File: src/rtl/nand_seq_pkg.sv
package nand_seq_pkg;

  // register word indices
  localparam logic [2:0] RI_CTRL    = 3'd0;
  localparam logic [2:0] RI_STAT    = 3'd1;
  localparam logic [2:0] RI_CMD     = 3'd2;
  localparam logic [2:0] RI_ADDR_LO = 3'd3;
  localparam logic [2:0] RI_ADDR_HI = 3'd4;
  localparam logic [2:0] RI_OPSET   = 3'd5;

  // command word bit positions
  localparam int CB_ADDR = 19;
  localparam int CB_C1   = 22;
  localparam int CB_WAIT = 23;
  localparam int CB_C2   = 24;

  localparam int SB_DONE = 1;
  localparam int SB_BUSY = 4;
  localparam int CT_EN   = 0;
  localparam int CT_RST  = 1;

  // byte slots of one operation, in bus order
  localparam logic [2:0] SLOT_C1   = 3'd0;
  localparam logic [2:0] SLOT_C2   = 3'd6;
  localparam logic [2:0] SLOT_NONE = 3'd7;

  typedef struct packed {
    logic        c1;
    logic        addr;
    logic [2:0]  nadr;
    logic        c2;
    logic        wait_rb;
    logic [7:0]  op1;
    logic [7:0]  op2;
    logic [39:0] abytes;
  } op_cfg_t;

  typedef enum logic [2:0] {
    S_IDLE, S_LO, S_HI, S_SETTLE, S_WAITRDY, S_FIN
  } seq_st_t;

  function automatic logic [2:0] addr_count(input logic [2:0] field);
    return (field >= 3'd4) ? 3'd5 : 3'(field + 3'd1);
  endfunction

  function automatic logic slot_on(input op_cfg_t c, input logic [2:0] s);
    if (s == SLOT_C1)   return c.c1;
    if (s == SLOT_C2)   return c.c2;
    if (s == SLOT_NONE) return 1'b1;
    return c.addr && (s <= c.nadr);
  endfunction

  // first enabled slot at or after 'from'
  function automatic logic [2:0] next_slot(input op_cfg_t c, input logic [2:0] from);
    logic [2:0] r;
    r = SLOT_NONE;
    for (int k = 6; k >= 0; k--) begin
      if (k >= int'(from) && slot_on(c, 3'(k))) r = 3'(k);
    end
    return r;
  endfunction

  function automatic logic [7:0] slot_byte(input op_cfg_t c, input logic [2:0] s);
    case (s)
      3'd0:    return c.op1;
      3'd1:    return c.abytes[7:0];
      3'd2:    return c.abytes[15:8];
      3'd3:    return c.abytes[23:16];
      3'd4:    return c.abytes[31:24];
      3'd5:    return c.abytes[39:32];
      3'd6:    return c.op2;
      default: return 8'h00;
    endcase
  endfunction

  function automatic logic slot_is_cmd(input logic [2:0] s);
    return (s == SLOT_C1) || (s == SLOT_C2);
  endfunction

endpackage

File: src/rtl/nand_rb_sync.sv
module nand_rb_sync #(
  parameter int STAGES = 2
) (
  input  logic clk,
  input  logic rst_n,
  input  logic async_in,
  output logic sync_out
);
  logic [STAGES-1:0] sh;

  always_ff @(posedge clk or negedge rst_n) begin
    if (!rst_n) sh <= '0;
    else        sh <= {sh[STAGES-2:0], async_in};
  end

  assign sync_out = sh[STAGES-1];
endmodule

File: src/rtl/nand_seq_regs.sv
module nand_seq_regs
  import nand_seq_pkg::*;
#(
  parameter int RST_CYC = 4
) (
  input  logic        clk,
  input  logic        rst_n,
  input  logic        reg_wr,
  input  logic [2:0]  reg_addr,
  input  logic [31:0] reg_wdata,
  output logic [31:0] reg_rdata,
  input  logic        busy,
  input  logic        op_done,
  output logic        abort,
  output logic        cmd_go,
  output op_cfg_t     cfg_new
);
  localparam int RW = $clog2(RST_CYC + 1);

  logic          en_q;
  logic [RW-1:0] rst_cnt;
  logic          rst_busy;
  logic          done_q;
  logic [31:0]   addr_lo_q;
  logic [7:0]    addr_hi_q;
  logic [23:0]   opset_q;

  // named events
  logic wr_ctrl, wr_stat, rst_req, cmd_wr;
  assign wr_ctrl  = reg_wr && (reg_addr == RI_CTRL);
  assign wr_stat  = reg_wr && (reg_addr == RI_STAT);
  assign rst_req  = wr_ctrl && reg_wdata[CT_RST];
  assign cmd_wr   = reg_wr && (reg_addr == RI_CMD);
  assign rst_busy = (rst_cnt != '0);
  assign abort    = rst_req || rst_busy;
  assign cmd_go   = cmd_wr && en_q && !busy && !rst_busy;

  always_ff @(posedge clk or negedge rst_n) begin
    if (!rst_n) begin
      en_q      <= 1'b0;
      rst_cnt   <= '0;
      done_q    <= 1'b0;
      addr_lo_q <= '0;
      addr_hi_q <= '0;
      opset_q   <= '0;
    end else begin
      if (wr_ctrl) en_q <= reg_wdata[CT_EN];
      if (rst_req)       rst_cnt <= RW'(RST_CYC);
      else if (rst_busy) rst_cnt <= rst_cnt - RW'(1);
      if (abort)                              done_q <= 1'b0;
      else if (op_done)                       done_q <= 1'b1;
      else if (wr_stat && reg_wdata[SB_DONE]) done_q <= 1'b0;
      if (reg_wr && reg_addr == RI_ADDR_LO) addr_lo_q <= reg_wdata;
      if (reg_wr && reg_addr == RI_ADDR_HI) addr_hi_q <= reg_wdata[7:0];
      if (reg_wr && reg_addr == RI_OPSET)   opset_q   <= reg_wdata[23:0];
    end
  end

  always_comb begin
    cfg_new.c1      = reg_wdata[CB_C1];
    cfg_new.addr    = reg_wdata[CB_ADDR];
    cfg_new.nadr    = addr_count(reg_wdata[18:16]);
    cfg_new.c2      = reg_wdata[CB_C2];
    cfg_new.wait_rb = reg_wdata[CB_WAIT];
    cfg_new.op1     = reg_wdata[7:0];
    cfg_new.op2     = opset_q[7:0];
    cfg_new.abytes  = {addr_hi_q, addr_lo_q};
  end

  always_comb begin
    reg_rdata = '0;
    case (reg_addr)
      RI_CTRL: begin
        reg_rdata[CT_EN]  = en_q;
        reg_rdata[CT_RST] = rst_busy;
      end
      RI_STAT: begin
        reg_rdata[SB_DONE] = done_q;
        reg_rdata[SB_BUSY] = busy;
      end
      RI_ADDR_LO: reg_rdata = addr_lo_q;
      RI_ADDR_HI: reg_rdata = {24'h0, addr_hi_q};
      RI_OPSET:   reg_rdata = {8'h0, opset_q};
      default:    reg_rdata = '0;
    endcase
  end

  AST_DONE_KEPT_ON_ZERO: assert property (@(posedge clk) disable iff (!rst_n)
    (wr_stat && !reg_wdata[SB_DONE] && !op_done && !abort) |=> (done_q == $past(done_q))) else $error("done changed");
  AST_RST_FLAG_BOUNDED: assert property (@(posedge clk) disable iff (!rst_n)
    $fell(rst_busy) |-> !rst_req) else $error("reset flag");
endmodule

File: src/rtl/nand_seq_fsm.sv
module nand_seq_fsm
  import nand_seq_pkg::*;
#(
  parameter int WE_LO_CYC  = 2,
  parameter int WE_HI_CYC  = 2,
  parameter int SETTLE_CYC = 6
) (
  input  logic       clk,
  input  logic       rst_n,
  input  logic       go,
  input  op_cfg_t    cfg_new,
  input  logic       abort,
  input  logic       rb_ready,
  output logic       busy,
  output logic       op_done,
  output logic       ce_n,
  output logic       cle,
  output logic       ale,
  output logic       we_n,
  output logic [7:0] io_out,
  output logic       io_oe
);
  localparam int MAXA = (WE_LO_CYC > WE_HI_CYC) ? WE_LO_CYC : WE_HI_CYC;
  localparam int MAXC = (MAXA > SETTLE_CYC) ? MAXA : SETTLE_CYC;
  localparam int CW   = $clog2(MAXC + 1);

  seq_st_t       st;
  op_cfg_t       cfg;
  logic [2:0]    slot;
  logic [CW-1:0] cnt;

  logic [2:0] first_slot, follow_slot;
  logic       in_byte, lo_end, hi_end, settle_end;
  assign first_slot  = next_slot(cfg_new, 3'd0);
  assign follow_slot = next_slot(cfg, 3'(slot + 3'd1));
  assign in_byte     = (st == S_LO) || (st == S_HI);
  assign lo_end      = (st == S_LO) && (cnt == CW'(WE_LO_CYC - 1));
  assign hi_end      = (st == S_HI) && (cnt == CW'(WE_HI_CYC - 1));
  assign settle_end  = (st == S_SETTLE) && (cnt == CW'(SETTLE_CYC - 1));

  always_ff @(posedge clk or negedge rst_n) begin
    if (!rst_n) begin
      st   <= S_IDLE;
      cfg  <= '0;
      slot <= SLOT_NONE;
      cnt  <= '0;
    end else if (abort) begin
      st  <= S_IDLE;
      cnt <= '0;
    end else begin
      case (st)
        S_IDLE: if (go) begin
          cfg  <= cfg_new;
          slot <= first_slot;
          cnt  <= '0;
          if (first_slot != SLOT_NONE) st <= S_LO;
          else if (cfg_new.wait_rb)    st <= S_SETTLE;
          else                         st <= S_FIN;
        end
        S_LO: begin
          if (lo_end) begin cnt <= '0; st <= S_HI; end
          else cnt <= cnt + CW'(1);
        end
        S_HI: begin
          if (hi_end) begin
            cnt  <= '0;
            slot <= follow_slot;
            if (follow_slot != SLOT_NONE) st <= S_LO;
            else if (cfg.wait_rb)         st <= S_SETTLE;
            else                          st <= S_FIN;
          end else cnt <= cnt + CW'(1);
        end
        S_SETTLE: begin
          if (settle_end) begin cnt <= '0; st <= S_WAITRDY; end
          else cnt <= cnt + CW'(1);
        end
        S_WAITRDY: if (rb_ready) st <= S_FIN;
        S_FIN:     st <= S_IDLE;
        default:   st <= S_IDLE;
      endcase
    end
  end

  assign busy    = (st != S_IDLE);
  assign op_done = (st == S_FIN);
  assign ce_n    = !busy;
  assign we_n    = (st != S_LO);
  assign cle     = in_byte && slot_is_cmd(slot);
  assign ale     = in_byte && !slot_is_cmd(slot);
  assign io_oe   = in_byte;
  assign io_out  = in_byte ? slot_byte(cfg, slot) : 8'h00;

  // WE# low-run counter used by the width check
  logic [CW-1:0] lo_run;
  always_ff @(posedge clk or negedge rst_n) begin
    if (!rst_n)    lo_run <= '0;
    else if (!we_n) lo_run <= lo_run + CW'(1);
    else           lo_run <= '0;
  end

  AST_WE_LOW_WIDTH: assert property (@(posedge clk) disable iff (!rst_n)
    $rose(we_n) |-> (lo_run == CW'(WE_LO_CYC))) else $error("we low width");
  AST_IO_HELD_AT_RISE: assert property (@(posedge clk) disable iff (!rst_n)
    $rose(we_n) |-> ($stable(io_out) && $stable(cle) && $stable(ale))) else $error("io moved");
  AST_READY_BEFORE_DONE: assert property (@(posedge clk) disable iff (!rst_n)
    (op_done && cfg.wait_rb) |-> $past(rb_ready)) else $error("done before ready");
  AST_CLE_ALE_EXCL: assert property (@(posedge clk) disable iff (!rst_n)
    !(cle && ale)) else $error("cle and ale");
  AST_WE_NEEDS_CE: assert property (@(posedge clk) disable iff (!rst_n)
    !we_n |-> !ce_n) else $error("we without ce");
endmodule

File: src/rtl/nand_cmd_seq.sv
module nand_cmd_seq
  import nand_seq_pkg::*;
#(
  parameter int WE_LO_CYC  = 2,
  parameter int WE_HI_CYC  = 2,
  parameter int SETTLE_CYC = 6,
  parameter int RST_CYC    = 4,
  parameter int SYNC_STAGES = 2
) (
  input  logic        clk,
  input  logic        rst_n,
  input  logic        reg_wr,
  input  logic [2:0]  reg_addr,
  input  logic [31:0] reg_wdata,
  output logic [31:0] reg_rdata,
  output logic        nand_ce_n,
  output logic        nand_cle,
  output logic        nand_ale,
  output logic        nand_we_n,
  output logic [7:0]  nand_io_out,
  output logic        nand_io_oe,
  input  logic        nand_rb_n
);
  logic    busy, op_done, abort, cmd_go, rb_ready;
  op_cfg_t cfg_new;

  nand_seq_regs #(.RST_CYC(RST_CYC)) u_regs (
    .clk(clk), .rst_n(rst_n), .reg_wr(reg_wr), .reg_addr(reg_addr),
    .reg_wdata(reg_wdata), .reg_rdata(reg_rdata), .busy(busy),
    .op_done(op_done), .abort(abort), .cmd_go(cmd_go), .cfg_new(cfg_new)
  );

  nand_rb_sync #(.STAGES(SYNC_STAGES)) u_sync (
    .clk(clk), .rst_n(rst_n), .async_in(nand_rb_n), .sync_out(rb_ready)
  );

  nand_seq_fsm #(
    .WE_LO_CYC(WE_LO_CYC), .WE_HI_CYC(WE_HI_CYC), .SETTLE_CYC(SETTLE_CYC)
  ) u_fsm (
    .clk(clk), .rst_n(rst_n), .go(cmd_go), .cfg_new(cfg_new), .abort(abort),
    .rb_ready(rb_ready), .busy(busy), .op_done(op_done), .ce_n(nand_ce_n),
    .cle(nand_cle), .ale(nand_ale), .we_n(nand_we_n), .io_out(nand_io_out),
    .io_oe(nand_io_oe)
  );

  AST_RESET_ABORTS: assert property (@(posedge clk) disable iff (!rst_n)
    $past(abort) |-> !busy) else $error("busy after abort");
  AST_BUSY_KEEPS_CE: assert property (@(posedge clk) disable iff (!rst_n)
    (busy && !abort) |=> (busy || !nand_ce_n || op_done || $past(op_done))) else $error("ce");
endmodule

File: config.mk
export PLATFORM = sky130hd
export DESIGN_NAME = nand_cmd_seq
export DESIGN_NICKNAME = d
export VERILOG_FILES = /design/src/rtl/nand_seq_pkg.sv /design/src/rtl/nand_rb_sync.sv /design/src/rtl/nand_seq_regs.sv /design/src/rtl/nand_seq_fsm.sv /design/src/rtl/nand_cmd_seq.sv
export SDC_FILE = /design/constraint.sdc
export NUM_CORES = 1
export LEC_CHECK = 0
export BUFFER_PORTS_ARGS = -buffer_cell sky130_fd_sc_hd__buf_2
export CAP_MARGIN = 20
export CORE_MARGIN = 10
export CORE_UTILIZATION = 29
export DETAILED_ROUTE_END_ITERATION = 10
export PLACE_DENSITY = 0.48
export SLEW_MARGIN = 20
export SYNTH_ARGS = -nofsm -noshare
export SYNTH_HDL_FRONTEND = slang
export SYNTH_SLANG_ARGS = --single-unit
File: constraint.sdc
create_clock -name clk -period 5.2 [get_ports clk]
set_clock_uncertainty 0.2 [all_clocks]
set_input_delay 0.52 -clock clk [delete_from_list [all_inputs] [get_ports clk]]
set_output_delay 0.52 -clock clk [all_outputs]
set_load 0.05 [all_outputs]
-- Yosys cells after proc, flatten, opt, wreduce, memory -nomap -nowiden
Cells that the tools add are included.
- register bits: 143
- output and inout port bits: 45
- input bits: 39
- logic and storage cells: 168
- mux-type cells: 47
- order comparisons: 18
- equal/unequal tests: 28
- bitwise operators: 1
- reductions and logical operators: 52
- add/subtract/negate cells: 4
- operator list (kind ; count):
    $mux W3 ; 31
    $pmux W27 S3 ; 1
    $pmux W8 S7 ; 1
    $logic_and A1 B1 Y1 ; 33
    $eq A3 B3 Y1 const B ; 8
    $eq A3 B2 Y1 const B ; 6
    $pmux W3 S5 ; 1
    $eq A3 B1 Y1 const B ; 4
    $le A2 B3 Y1 const A ; 4
    $le A3 B3 Y1 const A ; 4
    $ne A3 B3 Y1 const B ; 4
    $pmux W3 S4 ; 1
    $add A3 B1 Y3 const B ; 3
    $ge A3 B3 Y1 const A ; 3
    $logic_not A3 Y1 ; 3
    $ne A3 B2 Y1 const B ; 3
    $reduce_bool A3 Y1 ; 3
    $mux W8 ; 1
    $pmux W1 S4 ; 2
    $ge A1 B3 Y1 const A ; 2
    $ge A2 B3 Y1 const A ; 2
    $le A1 B3 Y1 const A ; 2
    $pmux W2 S3 ; 1
    $pmux W3 S2 ; 1
    other kinds (17) ; 26

-- Depth between registers and ports, before layout
Gate-level depths: netlist of run 1.
- word-level depth: 15
- gate-level depth with buffers: 8
- gate-level depth less buffers: 7

-- Modules after synthesis
Synthesis of run 1 repeated with hierarchy kept, for this count alone.
- cell total of the unflattened synthesis: 577
- area total of the unflattened synthesis: 7312.0 um^2
- by module, submodules not included (module ; sequential area each (um^2) ; area an instance (um^2) ; cells each ; times used):
    nand_seq_fsm ; 1805.5 ; 3724.8 ; 317 ; 1
    nand_seq_regs ; 1726.7 ; 3537.1 ; 258 ; 1
    nand_rb_sync ; 50.0 ; 50.0 ; 2 ; 1

-- Least setup slack after synthesis of run 1
OpenSTA, ideal clock, no wires.
- kind: register to output
- start point: register u_fsm.st[1]
- end point: output nand_io_out[5]
- buffers on the path: 1
- cell stages (with the launch flop): 6
- arrival time: 2.772 ns
- setup slack: 1.708 ns
- cell sequence: dfrtp_1 > buf_1 > xnor2_1 > nor2_1 > o41ai_1 > a31oi_1
- cells in the longest elaborated chain, start to end: 3
- elaborated cells between the ends (all ways): 4
- those cells by class: eq/ne: 2; mux: 1; reduce/logical: 1
- RTL lines (item ; line ; text):
    from (decl) ; nand_seq_fsm.sv:27 ; seq_st_t st;
    from (signal assigned) ; nand_seq_fsm.sv:43 ; st <= S_IDLE;
    from (signal assigned) ; nand_seq_fsm.sv:48 ; st <= S_IDLE;
    from (signal assigned) ; nand_seq_fsm.sv:56 ; if (first_slot != SLOT_NONE) st <= S_LO;
    $eq A3 B1 Y1 / $eq A3 B2 Y1 (equally long branches) ; nand_seq_fsm.sv:36 ; assign in_byte = (st == S_LO) || (st == S_HI);
    $logic_or A1 B1 Y1 (*) ; nand_seq_fsm.sv:36 ;
    net nand_io_oe ; nand_cmd_seq.sv:21 ; output logic nand_io_oe,
    $mux W8 (*) ; nand_seq_fsm.sv:91 ; assign io_out = in_byte ? slot_byte(cfg, slot) : 8'h00;
    to (decl) ; nand_cmd_seq.sv:20 ; output logic [7:0] nand_io_out,
Mark *: on every way through the listed nets, which the timed path passes. The rest lies on a longest branch.

-- Final worst setup path of run 1
- start point: register u_fsm.slot[2]
- end point: output nand_io_out[7]
- cells in the longest elaborated chain, start to end: 3
- elaborated cells between the ends (all ways): 9
- those cells by class: eq/ne: 6; mux: 2; reduce/logical: 1
- RTL lines (item ; line ; text):
    from (decl) ; nand_seq_fsm.sv:29 ; logic [2:0] slot;
    from (signal assigned) ; nand_seq_fsm.sv:54 ; slot <= first_slot;
    from (signal assigned) ; nand_seq_fsm.sv:67 ; slot <= follow_slot;
    $eq A3 B3 Y1 (tied with other cells) ; nand_seq_pkg.sv:64 ; case (s)
    $pmux W8 S7 (*) ; nand_seq_pkg.sv:64 ;
    $mux W8 (*) ; nand_seq_fsm.sv:91 ;
Every way passes the cells marked *; elsewhere a longest branch is shown, timed or not.

==> results of run 1 <==
[cell type report]
type / count / area, um^2
Sequential cell: 143 / 3580
Fill cell: 2289 / 15200
Clock inverter: 12 / 161
Antenna cell: 1 / 2.50
Inverter: 12 / 45.0
Tap cell: 319 / 399
Multi-Input combinational cell: 359 / 3060
Timing Repair Buffer: 88 / 464
Clock buffer: 20 / 447
[cells in the mapped netlist, types with 2 or more instances]
cell type  count  area [um^2]
dfrtp_1      140         3500
mux2_2        96         1080
mux2_1        34          383
nor2_1        26         97.6
nand2_1       23         86.3
o21ai_0       17         85.1
a21oi_1       16         80.1
a22o_1        16          140
clkbuf_1      12         45.0
ha_1          12          150
and2_1        11         68.8
inv_1         11         41.3
a22oi_1       10         75.1
buf_2         10         50.1
nor2b_1       10         62.6
mux2i_1        9         90.1
a221oi_1       7         61.3
a222oi_1       6         60.1
nor3_1         6         30.0
nand2b_1       5         31.3
a31oi_1        4         25.0
buf_6          4         45.0
nand3b_1       4         30.0
o22ai_1        4         25.0
a211oi_1       3         22.5
a311oi_1       3         26.3
dfstp_2        3         78.8
and3_1         2         12.5
buf_1          2         7.51
nand4b_1       2         17.5
nor4_1         2         12.5
o211a_1        2         20.0
or3_1          2         12.5
xnor2_1        2         17.5
[repair_timing]
item                                   4_1_cts  5_1_grt
hold buffers                                 1        0
endpoints found under the hold margin        1        0
setup endpoints to repair                    0        0
[kinds of logic (layout without fill, tap and decap cells)]
family | Yosys count | after routing
simple gates | 102 | 102
flops | 143 | 143
fa+ha+maj | 12 | 12
other cells | 0 | 1
compound gates | 104 | 104
mux | 139 | 139
buf+inv | 41 | 132
xor+xnor | 2 | 2
[report_power, final]
part / total, W / leakage (nW) / switching (W) / internal, W
clock: 0.00126 / 0.287 / 0.000486 / 0.000771
combinational: 0.000647 / 1.67 / 0.000343 / 0.000304
sequential: 0.00157 / 1.84 / 0.000203 / 0.00137
[stage by stage]
stage	hold WS, ps	area, um^2
3_5_place_dp	136	7540
4_1_cts	71.8	8160
5_1_grt	97.8	8160
2_1_floorplan	24.4	6830
3_3_place_gp	136	7540
6_report	22.2	8160
[how the worst max path moves through the flow]
stage / cells past startpoint / to / slack, ps
6_report: 5 / nand_io_out[7] / 1260
5_1_grt: 5 / nand_io_out[1] / 1120
4_1_cts: 5 / nand_io_out[0] / 1280
3_5_place_dp: 5 / nand_io_out[0] / 1730
3_3_place_gp: 5 / u_regs.opset_q[8] / 1800
2_1_floorplan: 5 / nand_io_out[5] / 1710
[per-layer routing]
metal / vias up / track usage / wire, um
met5: - / 0 / 0
met4: 0 / 0.0277 / 164
met3: 13 / 0.0370 / 1010
met2: 120 / 0.188 / 8350
met1: 2446 / 0.172 / 9010
li1: 2171 / - / -
[state kept, by name (all words and copies together) (netlist names)]
signal,count
u_fsm.cfg,63
u_fsm.cnt,3
u_fsm.slot,3
u_fsm.st,3
u_regs.addr_hi_q,8
u_regs.addr_lo_q,32
u_regs.done_q,1
u_regs.en_q,1
u_regs.opset_q,24
u_regs.rst_cnt,3
u_sync.sh,2
==> flow_summary.yaml, run 1 <==
run_status:
  run_status: "complete, no violations"
logic_synthesis:
  synth_sequential_area_ratio: 0.524
  synth-compound-area-share: 0.113
  muxShareOfSynthArea: 0.227
  yosys_register_bits: 143
  async_flop_share: 1.00
  syn-mean-instance-area_um2: 12.6
  synth_top_family_by_area: "multiplexers"
  mappedNetlistArea_um2: 6830
  synth_cell_type_count: 61
  yosys_most_used_dff: "dfrtp_1"
  synthAdderAreaFrac: 0.0220
  synth.yosys.warnings: 0
  syn_inst: 543
  synth_nets: 594
  synth_xor_xnor_area_share: 0.00256
  synth_simple_gate_area_share: 0.0810
  number_of_enable_type_register_cells_in_the_synthesized_netlist: 0
setup_path:
  setup.worst_path.start: "u_fsm.slot[2]"
  crit_path_start_kind: "flip-flop"
  worstReg2RegStart: "u_fsm.st[2]"
  crit_family: "compound AO/OA/AOI/OAI gates"
  path_max_fanout: 21
  setup.worst_path.class: "reg2out"
  worstPathCellList: "inv_1, ha_1, o41ai_2, nor2_1, buf_2"
  setup_slack_on_the_worst_flop_to_flop_path_ps: 2180
  critical_path.slowest_cell: "o41ai_2"
  rr_worst_depth: 6
  rr_endpoint: "u_fsm.slot[0]"
  worst_path_largest_cell_delay_ps: 900
  critPathRequiredTime_ps: 4480
  critical_path.endpoint_type: "output pin"
  worst-path-buf-inv: 2
  crit_arrival_ps: 3220
detailed_routing:
  avgViaCountPerCell: 4.98
  via_count: 4750
  final_antenna_net_count: 0
  post-route-drc-count: 0
  postRouteWirelength_mm: 18.5
  avgRoutedWirePerCell_um: 19.4
  drt-pass1-iter-count: 6
  detailedRoute.firstIterationViolations: 340
clock_tree:
  htree_levels: 4
  cts_tree: "done"
  clock_tree.buffer_depth: 2
  post_cts.resized_instances: 0
  cts.clk_slew.worst_paths_ps: 60
  cts_made_buffers: 17
  post-cts-setup-buffer-count: 0
  cts.sink_count: 143
  ctsRootBufferMaster: "clkbuf_16"
  worstSkewPairLatency_ps: 420
placed_design:
  pre_cts_ws_ps: 1730
  dp_hpwl_mm: 13.2
  io_buffer_count: 83
  place.detailed.instances: 920
  globalplace.congestion: 0.806
pwr:
  p_leak_nw: 3.80
  powerDensity_nw_per_um2: 426
  total_power_w: 0.00348
  worst_ir_drop_vdd_uv: 205
layout:
  stdcell_count: 954
  mostFrequentLayoutCell: "dfrtp_1"
  fin_util: 0.350
  final_nets: 672
  final_layout_size_suffix_gt1_frac: 0.361
  synth_to_layout_area_growth_pct: 19.5
  mostFrequentLayoutCells: "dfrtp_1, mux2_2, buf_2"
die:
  die_area_um2: 30100
  start_util: 0.293
  pin_count: 84
  core_um2: 23300
  num_rows: 56
  dieHeight_um: 173
  die_w_um: 173
sta:
  worst_slew_pin_slew_ps: 941
  fin_ws_ps: 1260
  maxClockFrequency_ghz: 0.254
  final_max_slew_viol_count: 0
  min_period_ps: 3940
  setup_viol_count_final: 0
  timing.setup.tns_ps: 0
  timing_hold_violations_final: 0
  slew-limit-headroom: 0.366
  layout_worst_path_cycle_share: 0.757
  unrepaired_setup_endpoints_after_global_routing: "false"
global_route:
  gr-total-overflow: 0
  first_global_vias: 4941
  wire_length_of_the_first_global_routing_pass_mm: 29.5
  initial_antenna_violation_count: 1
  groute.usage.overall: 0.124
  maximum_number_of_pins_on_one_net_before_global_route_repair: 108
hold_path:
  min-delay-path-class: "in2async"
job:
  cap_violations: 0
Power figures use the tool's default switching activity.
==> run 2: changes to the inputs <==
--- a/config.mk
+++ b/config.mk
@@ -5,12 +5,13 @@
 export SDC_FILE = /design/constraint.sdc
 export NUM_CORES = 1
 export LEC_CHECK = 0
+export ABC_AREA = 1
 export BUFFER_PORTS_ARGS = -buffer_cell sky130_fd_sc_hd__buf_2
 export CAP_MARGIN = 20
 export CORE_MARGIN = 10
 export CORE_UTILIZATION = 29
 export DETAILED_ROUTE_END_ITERATION = 10
-export PLACE_DENSITY = 0.48
+export PLACE_DENSITY = 0.49
 export SLEW_MARGIN = 20
 export SYNTH_ARGS = -nofsm -noshare
 export SYNTH_HDL_FRONTEND = slang
==> constraint.sdc (replaced) <==
create_clock -name clk -period 3.5 [get_ports clk]
set_clock_uncertainty 0.2 [all_clocks]
set_input_delay 0.35 -clock clk [delete_from_list [all_inputs] [get_ports clk]]
set_output_delay 0.35 -clock clk [all_outputs]
set_load 0.05 [all_outputs]
==> flow_summary.yaml, run 2 <==
layout:
  final_layout_size_suffix_gt1_frac: 0.168
  largest-register: "u_fsm.cfg"
  synth_to_layout_area_growth_pct: 24.5
  mostFrequentLayoutCell: "nand2_1"
  diodes: 0
  final_nets: 974
  mostFrequentLayoutCells: "nand2_1, dfrtp_1, o21ai_0"
  largest_registers: "u_fsm.cfg: 63 flops, u_regs.addr_lo_q: 32 flops, u_regs.opset_q: 24 flops"
  largest_reg_flops: 63
  final_area_um2: 8400
  nFillCells: 2413
clock_tree:
  cts_tree: "done"
  htree_levels: 4
  cts_made_buffers: 17
  cts.sink_count: 143
  clock_tree.buffer_depth: 2
  post-cts-setup-buffer-count: 0
  ctsRootBufferMaster: "clkbuf_16"
  cts.clk_slew.worst_paths_ps: 60
  worstSkewPairLatency_ps: 430
logic_synthesis:
  post-synth-top-area-cell: "dfrtp_1"
  synth_nets: 865
  syn_inst: 814
  synth_cell_type_count: 36
  yosys_register_bits: 143
  post-synth-top-area-fraction: 0.519
  syn-mean-instance-area_um2: 8.29
  mappedNetlistArea_um2: 6750
  async_flop_share: 1.00
  synth.yosys.warnings: 0
  number_of_enable_type_register_cells_in_the_synthesized_netlist: 0
  yosys_most_used_dff: "dfrtp_1"
  synth_sequential_area_ratio: 0.531
  synthTopCellsByArea: "dfrtp_1, nand2_1, o21ai_0, inv_1, nor2_1"
  synth.top_cells.by_count: "nand2_1, dfrtp_1, o21ai_0"
  synth_most_common_cell: "nand2_1"
global_route:
  groute.usage.overall: 0.134
  initial_antenna_violation_count: 0
  first_global_vias: 5550
  maximum_number_of_pins_on_one_net_before_global_route_repair: 72
  gr-total-overflow: 0
  wire_length_of_the_first_global_routing_pass_mm: 31.7
die:
  dieHeight_um: 173
  core_um2: 22800
  start_util: 0.296
  num_rows: 55
  die_w_um: 173
  die_area_um2: 29800
  pin_count: 84
setup_path:
  worst-path-buf-inv: 3
  critPathRequiredTime_ps: 2950
  crit_arrival_ps: 2610
  critical_path.slowest_cell: "dfstp_2"
  crit_family: "buffers and inverters"
  worstPathCellList: "inv_1, ha_1, nand2_1, clkinv_1, a221oi_1, a41oi_1, buf_2"
  path_max_fanout: 10
  crit_path_start_kind: "flip-flop"
  critical_path.endpoint_type: "output pin"
  worst_path_largest_cell_delay_ps: 560
  setup.worst_path.class: "reg2out"
sta:
  final_max_slew_viol_count: 0
  fin_ws_ps: 336
  whs_ps: 21.5
  maxClockFrequency_ghz: 0.316
  min_period_ps: 3160
  setup_viol_count_final: 0
  unrepaired_setup_endpoints_after_global_routing: "false"
  timing.setup.tns_ps: 0
  worst_slew_pin_slew_ps: 681
  timing_hold_violations_final: 0
  layout_worst_path_cycle_share: 0.904
  slew-limit-headroom: 0.546
placed_design:
  pre_cts_ws_ps: 818
  io_buffer_count: 83
  place_area_um2: 7560
  globalplace.congestion: 0.794
  dp_hpwl_mm: 14.4
hold_path:
  min-delay-path-class: "in2reg"
pwr:
  powerDensity_nw_per_um2: 625
  worst_ir_drop_vdd_uv: 316
  p_leak_nw: 4.18
  total_power_w: 0.00525
detailed_routing:
  postRouteWirelength_mm: 19.7
  detailedRoute.firstIterationViolations: 403
  final_antenna_net_count: 0
  drt-pass1-iter-count: 5
  avgRoutedWirePerCell_um: 15.8
  avgViaCountPerCell: 4.46
  post-route-drc-count: 0
  via_count: 5565
job:
  cap_violations: 0
run_status:
  run_status: "complete, no violations"
-- run 2: cell count changes after synthesis, moves of 11 or more --
cell,delta
o21ai_1,+18
mux2_1,-34
o21ai_0,+107
and2_1,-11
inv_1,+107
a22o_1,-16
mux2_2,-96
nor2_1,+23
nand2_1,+204
-- run 2: power breakdown --
| part | internal, W | leakage (nW) | total, W | switching, W |
|---|---|---|---|---|
| clock | 0.00115 | 0.290 | 0.00191 | 0.000761 |
| sequential | 0.00204 | 1.85 | 0.00229 | 0.000253 |
| combinational | 0.000373 | 2.04 | 0.00105 | 0.000672 |
| total | 0.00356 | 4.18 | 0.00525 | 0.00169 |
-- run 2: worst reg2reg max path: stages (launching register included) --
cell,delay (ps)
dfrtp_1,370
inv_1,100
ha_1,150
nand2_1,110
nor3_2,220
nand3_4,520
buf_4,450
mux2_4,300
-- run 2: metal layers --
layer,global-route usage,part of all wire
met1,0.176,0.48
met2,0.212,0.47
met3,0.0335,0.042
met4,0.0428,0.013
met5,0,0
-- run 2: logic make-up (layout without fill, tap and decap cells) --
family                     Yosys count  after routing  share of synthesized area
xor gates and xnor gates             2              2                    0.00260
and+or+nand+nor                    304            304                      0.181
muxes                                9              9                     0.0185
AOI/OAI and AO/OA                  190            190                      0.156
buffers and inverters              154            276                     0.0887
adders and majority gates           12             12                     0.0223
DFF                                143            143                      0.531
-- run 2: through the flow --
stage / cells / util
after floorplan: 814 / -
after global placement: 1195 / 0.332
after detailed placement: 1195 / 0.332
after CTS: 1249 / 0.369
after global routing: 1249 / 0.369
final: 1249 / 0.369
-- run 2: what timing repair did --
| action | CTS | global route |
|---|---|---|
| endpoints found under the hold margin | 99 | 0 |
| endpoints found under the setup margin | 0 | 0 |
| hold buffers | 22 | 0 |
| gates resized for setup | 0 | 0 |
-- run 2: cell type report --
class / count / area, um^2 / share of cell area
multi-input combinational: 517 / 2570 / 0.306
clock inverter: 14 / 181 / 0.0216
tap: 313 / 392 / 0.0466
sequential: 143 / 3580 / 0.427
inverter: 123 / 462 / 0.0550
timing repair buffer: 121 / 774 / 0.0922
clock buffer: 18 / 439 / 0.0523
-- run 2: path summary, 6_finish.rpt --
path	from	to	slack (ps)	cells after the start
setup / recovery	u_fsm.slot[0]	nand_io_out[0]	340	7
hold / removal	reg_wdata[2]	u_fsm.cfg[50]	20	3
setup reg to reg	u_regs.rst_cnt[0]	u_fsm.cfg[39]	960	7
hold reg to reg	u_sync.sh[0]	u_sync.sh[1]	150	0
max in group asynchronous	rst_n	u_regs.addr_lo_q[13]	1870	3
min in group asynchronous	rst_n	u_fsm.cnt[0]	320	2
